[config.mk]
export PLATFORM = sky130hd
export DESIGN_NAME = irq_event_latch
export DESIGN_NICKNAME = d
export VERILOG_FILES = /design/src/rtl/irq_latch_pkg.sv /design/src/rtl/irq_reg_port.sv /design/src/rtl/irq_flag_bank.sv /design/src/rtl/irq_global_latch.sv /design/src/rtl/irq_event_latch.sv
export SDC_FILE = /design/constraint.sdc
export NUM_CORES = 1
export LEC_CHECK = 0
export BUFFER_PORTS_ARGS = -buffer_cell sky130_fd_sc_hd__buf_4
export CORE_MARGIN = 3
export CORE_UTILIZATION = 46
export CTS_CLUSTER_SIZE = 20
export DETAILED_ROUTE_END_ITERATION = 8
export PLACE_DENSITY = 0.84
export SYNTH_ARGS = -nofsm -noshare
export SYNTH_HDL_FRONTEND = slang
export SYNTH_SLANG_ARGS = --single-unit
[constraint.sdc]
create_clock -name clk -period 1.8 [get_ports clk]
set_input_delay 0.27 -clock clk [delete_from_list [all_inputs] [get_ports clk]]
set_output_delay 0.27 -clock clk [all_outputs]
set_load 0.005 [all_outputs]
[src/rtl/irq_latch_pkg.sv]
package irq_latch_pkg;

    typedef enum logic [1:0] {
        SEL_ENABLE = 2'd0,
        SEL_FLAGS  = 2'd1,
        SEL_CLEAR  = 2'd2,
        SEL_FORCE  = 2'd3
    } reg_sel_e;

    typedef struct packed {
        logic en_wr;
        logic clr_wr;
        logic frc_wr;
    } wr_strobe_t;

    localparam int GLOBAL_BIT = 0;

    // Which flag bits accept source pulses in the given mode.
    // Layout: 1..ncap capture, ncap+1 overflow, ncap+2 period, ncap+3 compare.
    function automatic logic [31:0] live_mask(input logic pwm, input int ncap);
        logic [31:0] m;
        m = '0;
        for (int i = 1; i <= ncap; i++) begin
            m[i] = ~pwm;
        end
        m[ncap + 1] = 1'b1;
        m[ncap + 2] = pwm;
        m[ncap + 3] = pwm;
        return m;
    endfunction

endpackage

[src/rtl/irq_reg_port.sv]
module irq_reg_port
    import irq_latch_pkg::*;
#(
    parameter int REG_W  = 16,
    parameter int FLAG_W = 8
) (
    input  logic              clk,
    input  logic              rst,
    input  logic              wr_en,
    input  logic [1:0]        wr_addr,
    input  logic [REG_W-1:0]  wr_data,
    input  logic              rd_en,
    input  logic [1:0]        rd_addr,
    input  logic [FLAG_W-1:0] status_q,
    output logic [FLAG_W-1:0] clr_bits,
    output logic [FLAG_W-1:1] frc_bits,
    output logic [FLAG_W-1:1] enable_q,
    output logic [REG_W-1:0]  rd_data
);

    wr_strobe_t stb;
    logic       unused_hi;

    assign unused_hi = ^wr_data[REG_W-1:FLAG_W];

    always_comb begin
        stb = '0;
        if (wr_en) begin
            case (reg_sel_e'(wr_addr))
                SEL_ENABLE: stb.en_wr  = 1'b1;
                SEL_CLEAR:  stb.clr_wr = 1'b1;
                SEL_FORCE:  stb.frc_wr = 1'b1;
                default:    ;
            endcase
        end
    end

    assign clr_bits = stb.clr_wr ? wr_data[FLAG_W-1:0] : '0;
    assign frc_bits = stb.frc_wr ? wr_data[FLAG_W-1:1] : '0;

    always_ff @(posedge clk) begin
        if (rst) begin
            enable_q <= '0;
        end else if (stb.en_wr) begin
            enable_q <= wr_data[FLAG_W-1:1];
        end
    end

    always_comb begin
        rd_data = '0;
        if (rd_en) begin
            case (reg_sel_e'(rd_addr))
                SEL_ENABLE: rd_data[FLAG_W-1:1] = enable_q;
                SEL_FLAGS:  rd_data[FLAG_W-1:0] = status_q;
                default:    rd_data = '0;
            endcase
        end
    end

    // the enable register changes only on its own write
    p_enable_hold_r11: assert property (@(posedge clk) disable iff (rst)
        !(wr_en && wr_addr == SEL_ENABLE) |=> $stable(enable_q));

    // an enable write loads the written bits
    p_enable_load_r11: assert property (@(posedge clk) disable iff (rst)
        (wr_en && wr_addr == SEL_ENABLE) |=> enable_q == $past(wr_data[FLAG_W-1:1]));

endmodule

[src/rtl/irq_flag_bank.sv]
module irq_flag_bank #(
    parameter int NUM = 7
) (
    input  logic           clk,
    input  logic           rst,
    input  logic [NUM-1:0] set_evt,
    input  logic [NUM-1:0] set_frc,
    input  logic [NUM-1:0] clr,
    output logic [NUM-1:0] flags_q
);

    for (genvar g = 0; g < NUM; g++) begin : g_cell
        logic set_any;
        assign set_any = set_evt[g] | set_frc[g];

        always_ff @(posedge clk) begin
            if (rst) begin
                flags_q[g] <= 1'b0;
            end else if (set_any) begin
                flags_q[g] <= 1'b1;
            end else if (clr[g]) begin
                flags_q[g] <= 1'b0;
            end
        end

        // a set in the same clock as a clear leaves the flag set
        p_set_wins_r7: assert property (@(posedge clk) disable iff (rst)
            (set_evt[g] || set_frc[g]) |=> flags_q[g]);

        // a clear alone drops the flag
        p_clear_r5: assert property (@(posedge clk) disable iff (rst)
            (clr[g] && !set_evt[g] && !set_frc[g]) |=> !flags_q[g]);

        // a set flag stays set without a clear
        p_sticky_r2: assert property (@(posedge clk) disable iff (rst)
            (flags_q[g] && !clr[g]) |=> flags_q[g]);
    end

endmodule

[src/rtl/irq_global_latch.sv]
module irq_global_latch (
    input  logic clk,
    input  logic rst,
    input  logic pending,
    input  logic clr_glb,
    output logic glb_q
);

    always_ff @(posedge clk) begin
        if (rst) begin
            glb_q <= 1'b0;
        end else if (clr_glb) begin
            glb_q <= 1'b0;
        end else if (pending) begin
            glb_q <= 1'b1;
        end
    end

    // latched until explicitly cleared
    p_hold_r9: assert property (@(posedge clk) disable iff (rst)
        (glb_q && !clr_glb) |=> glb_q);

    // an enabled pending flag raises the global flag
    p_raise_r8: assert property (@(posedge clk) disable iff (rst)
        (!glb_q && pending && !clr_glb) |=> glb_q);

    // nothing pending keeps it low
    p_idle_r8: assert property (@(posedge clk) disable iff (rst)
        (!glb_q && !pending) |=> !glb_q);

    // a clear always produces a low clock
    p_clear_r10: assert property (@(posedge clk) disable iff (rst)
        clr_glb |=> !glb_q);

endmodule

[src/rtl/irq_event_latch.sv]
module irq_event_latch
    import irq_latch_pkg::*;
#(
    parameter int NUM_CAP = 4,
    parameter int REG_W   = 16
) (
    input  logic               clk,
    input  logic               rst,
    input  logic               wr_en,
    input  logic [1:0]         wr_addr,
    input  logic [REG_W-1:0]   wr_data,
    input  logic               rd_en,
    input  logic [1:0]         rd_addr,
    output logic [REG_W-1:0]   rd_data,
    input  logic               pwm_mode,
    input  logic [NUM_CAP-1:0] cap_evt,
    input  logic               ovf_evt,
    input  logic               prd_evt,
    input  logic               cmp_evt,
    output logic               irq
);

    localparam int FLAG_W = NUM_CAP + 4;
    localparam int EVT_N  = FLAG_W - 1;

    logic [31:0]       live_all;
    logic              unused_live;
    logic [EVT_N-1:0]  src_evt;
    logic [EVT_N-1:0]  evt_q;
    logic [FLAG_W-1:0] clr_bits;
    logic [FLAG_W-1:1] frc_bits;
    logic [FLAG_W-1:1] enable_q;
    logic [FLAG_W-1:0] status_q;
    logic              pending;
    logic              glb_q;

    assign live_all    = live_mask(pwm_mode, NUM_CAP);
    assign unused_live = ^{live_all[31:FLAG_W], live_all[0]};
    assign src_evt     = {cmp_evt, prd_evt, ovf_evt, cap_evt} & live_all[FLAG_W-1:1];

    irq_reg_port #(
        .REG_W  (REG_W),
        .FLAG_W (FLAG_W)
    ) u_regs (
        .clk      (clk),
        .rst      (rst),
        .wr_en    (wr_en),
        .wr_addr  (wr_addr),
        .wr_data  (wr_data),
        .rd_en    (rd_en),
        .rd_addr  (rd_addr),
        .status_q (status_q),
        .clr_bits (clr_bits),
        .frc_bits (frc_bits),
        .enable_q (enable_q),
        .rd_data  (rd_data)
    );

    irq_flag_bank #(
        .NUM (EVT_N)
    ) u_flags (
        .clk     (clk),
        .rst     (rst),
        .set_evt (src_evt),
        .set_frc (frc_bits),
        .clr     (clr_bits[FLAG_W-1:1]),
        .flags_q (evt_q)
    );

    assign pending = |(evt_q & enable_q);

    irq_global_latch u_glb (
        .clk     (clk),
        .rst     (rst),
        .pending (pending),
        .clr_glb (clr_bits[GLOBAL_BIT]),
        .glb_q   (glb_q)
    );

    assign status_q = {evt_q, glb_q};
    assign irq      = glb_q;

    // every rising edge of the line is caused by an enabled pending flag
    p_rise_cause_r8: assert property (@(posedge clk) disable iff (rst)
        $rose(irq) |-> $past(pending));

    // a capture pulse in PWM mode does not set a clear capture flag
    p_cap_masked_r3: assert property (@(posedge clk) disable iff (rst)
        (pwm_mode && cap_evt[0] && !evt_q[0] && !frc_bits[1]) |=> !evt_q[0]);

endmodule

==> summary.md <==
| Metric | Value |
|---|---|
| Crit Path Max Fanout | `3` |
| Gr usage total | `a little under a fifth` |
| Power Total | `700.3 uW` |
| Clock latency on the worst-skew pair | `280 ps` |
| Area grow syn2layout | `26.53%` |
| Post-CTS Setup Bufs | `0` |
| Switching Share | `a little over a quarter` |
| Placement Cell Area | `approximately 1100 sq um` |
| Hold worst-path end | `u_glb.glb_q` |
| Hold path depth | `2` |
| CTS tree | `yes` |
| Synthesized area per cell | `8.670 sq um` |
| DR DRC count | `0` |
| Maximum clock frequency | `about 800 MHz` |
| Yosys reg bits | `15` |
| Setup violations, final | `0` |
| Routed vias | `slightly below 800` |
| Mapped Area | `between 800 and 900 sq um` |
| Layout fillers | `153` |
| # IOs | `slightly below 50` |
| Seq pwr share | `a little over half` |
| Total gr overflow | `0` |
| Max-Cap Viols | `0` |
| Yosys top cell area share | `between 30% and 40%` |
| Layout Cells excl Fill | `153` |
| Hold Path Class | `in2reg` |
| Dpl hpwl | `about 1500 um` |
| Ratio of cells with drive above 1 in the final layout | `29.46%` |
| Hold Buf Count CTS | `0` |
| Core Region | `about 1600 sq um` |
| Yosys cell types | `20` |
| Clk buf depth | `2` |
| Combinational Power Share | `about a fifth` |
| Leading post-synthesis cells by cell area | `dfxtp_1, mux2i_1, buf_4` |
| Placed cell count | `around 150` |
| Vias in the first global route | `779` |
| Resize count post-CTS | `0` |
| VDD IR max | `between 0.5 and 0.6 mV` |
| Seq/Total Area, Yosys | `34.99%` |
| Row cnt | `14` |
| Commonest cells after routing, fill and taps aside | `buf_4, mux2i_1, nor2_1, dfxtp_1` |
| Clock power frac | `27.9%` |
| Worst setup margin | `around 530 ps` |
| H-tree depth | `1` |
| Die footprint | `approximately 2400 sq um` |
| Hold WS | `roughly 180 ps` |
| Final Cell Area | `between 1000 and 1500 sq um` |
| Pint | `~510 uW` |
| Vias/cell | `5.203` |
| Sinks on Clock Net | `15` |
| Largest net degree at the start of global routing | `16` |
| Critical-path cell list | `mux2i_1, nor2_1, buf_4` |
| Synth Warn # | `0` |
| Slowest stage cell on the critical path | `dfxtp_1` |
| PwrDens | `approximately 640 nW/um^2` |
| Post-synth top area cell | `dfxtp_1` |
| Final net count | `between 150 and 200` |
| CTS buffer count | `3` |
| Final hold vios | `0` |
| Setup_tns | `0 ps` |
| Routability Congestion | `0.7578` |
| CP required | `about 1500 ps` |
| Post-Synthesis Cells | `99` |
| Hold path startpoint | `wr_data[0]` |
| Tmin final | `approximately 1300 ps` |
| Critical R2R Capture | `u_glb.glb_q` |
| Worst r2r src | `u_flags.flags_q[1]` |
| Final Skew | `1.493 ps` |
| Initial Utilization | `a little over half` |
| Status | `finished, final reports clean` |
| Commonest non-fill, non-tap cell in the layout | `buf_4` |
| Clk pin slew, worst setup/hold paths | `90 ps` |
| Wire per inst | `approximately 14 um` |
| Antenna-violating nets left | `0` |
| Static Leakage | `~0.5 nW` |
| Type of origin of the critical path | `flip-flop` |
| Post-layout util | `66.67%` |
| Pre-CTS WS | `595.8 ps` |
| Number of diodes | `0` |
| WS Path Type | `reg2out` |
| WL final | `between 2000 and 2500 um` |
| FF-to-FF setup slack | `roughly 820 ps` |
| DR pass1 iterations | `4` |
| Tcrit/Tclk final | `roughly 71%` |
| Switching pwr | `around 190 uW` |
| Die W | `between 40 and 50 um` |
| Port Buffers | `32` |
| Initial antenna violation count | `0` |
| Worst-case reg-to-reg path depth | `3` |
| CP endpoint kind | `output pin` |
| Initial DRC count | `15` |
| Clock Tree Root | `clkbuf_4` |
| Worst EP arrival | `1000 ps` |
| Die H | `between 40 and 50 um` |
| Final Slew Violations | `0` |
| Max incr delay on CP | `380 ps` |
| RSZ-0062 raised after global routing | `no` |
| First-pass GRT wire length | `3367 um` |
-- worst max path at each step --
stage / slack (ps) / startpoint / cells past startpoint / to
global route: 480 / rd_addr[1] / 4 / rd_data[6]
CTS: 560 / u_flags.flags_q[5] / 3 / rd_data[6]
floorplan: 730 / wr_addr[0] / 5 / u_regs.enable_q[1]
global placement: 590 / rd_addr[1] / 4 / rd_data[3]
finish: 530 / u_flags.flags_q[5] / 3 / rd_data[6]
detailed placement: 600 / rd_addr[1] / 4 / rd_data[6]
-- cell usage after synthesis (all sizes together) --
| master | instances |
|---|---|
| mux2i | 18 |
| dfxtp | 15 |
| nor2 | 15 |
| buf | 13 |
| a21oi | 8 |
| nand3 | 7 |
| nand2b | 5 |
| nand2 | 4 |
| a22oi | 3 |
| a32oi | 2 |
| clkbuf | 2 |
| a311oi | 1 |
| a31oi | 1 |
| and2 | 1 |
| and4 | 1 |
| conb | 1 |
| inv | 1 |
| nor3b | 1 |
-- area by class of cell --
class,count,area [sq um],area share [%]
Inverter,1,3.754,0.3456
Timing Repair Buffer,34,255.2,23.50
Clock buffer,4,26.28,2.419
Tap cell,24,30.03,2.765
Multi-Input combinational cell,75,470.5,43.32
Sequential cell,15,300.3,27.65
-- cell families after synthesis --
family	after synthesis	share of synthesized area (%)
buffers and inverters	16	13.26
multiplexers	18	20.99
AND/OR/NAND/NOR	34	19.24
other	1	0.4369
AO/OA/AOI/OAI	15	11.08
flip-flops	15	34.99
-- registers in the layout, indices dropped and copies added, names as in the netlist --
register / count
u_flags.flags_q: 7
u_regs.enable_q: 7
u_glb.glb_q: 1
-- routing by layer --
metal  global-route usage, %  share of wire [%]  vias to the layer above
met2                   32.59                 51                       33
met5                       0                  0                        -
li1                        -                  -                      390
met4                   10.43                2.6                        0
met3                   4.281                7.7                        6
met1                   19.07                 39                      367
-- power groups by stage --
stage	Combinational [mW]	Clock, mW	Sequential [mW]
after detailed placement	0.138	0	0.374
after global routing	0.154	0.212	0.369
after global placement	0.134	0	0.372
after CTS	0.139	0.196	0.366
final	0.138	0.195	0.367
after floorplan	0.0918	0	0.370
-- critical path: cells and delay by family, from the launching register on --
family | cells | cell delay [ps]
buffers and inverters | 1 | 130
flip-flops | 1 | 380
multiplexers | 1 | 90
AND/OR/NAND/NOR | 1 | 130
Power figures use the tool's default switching activity.
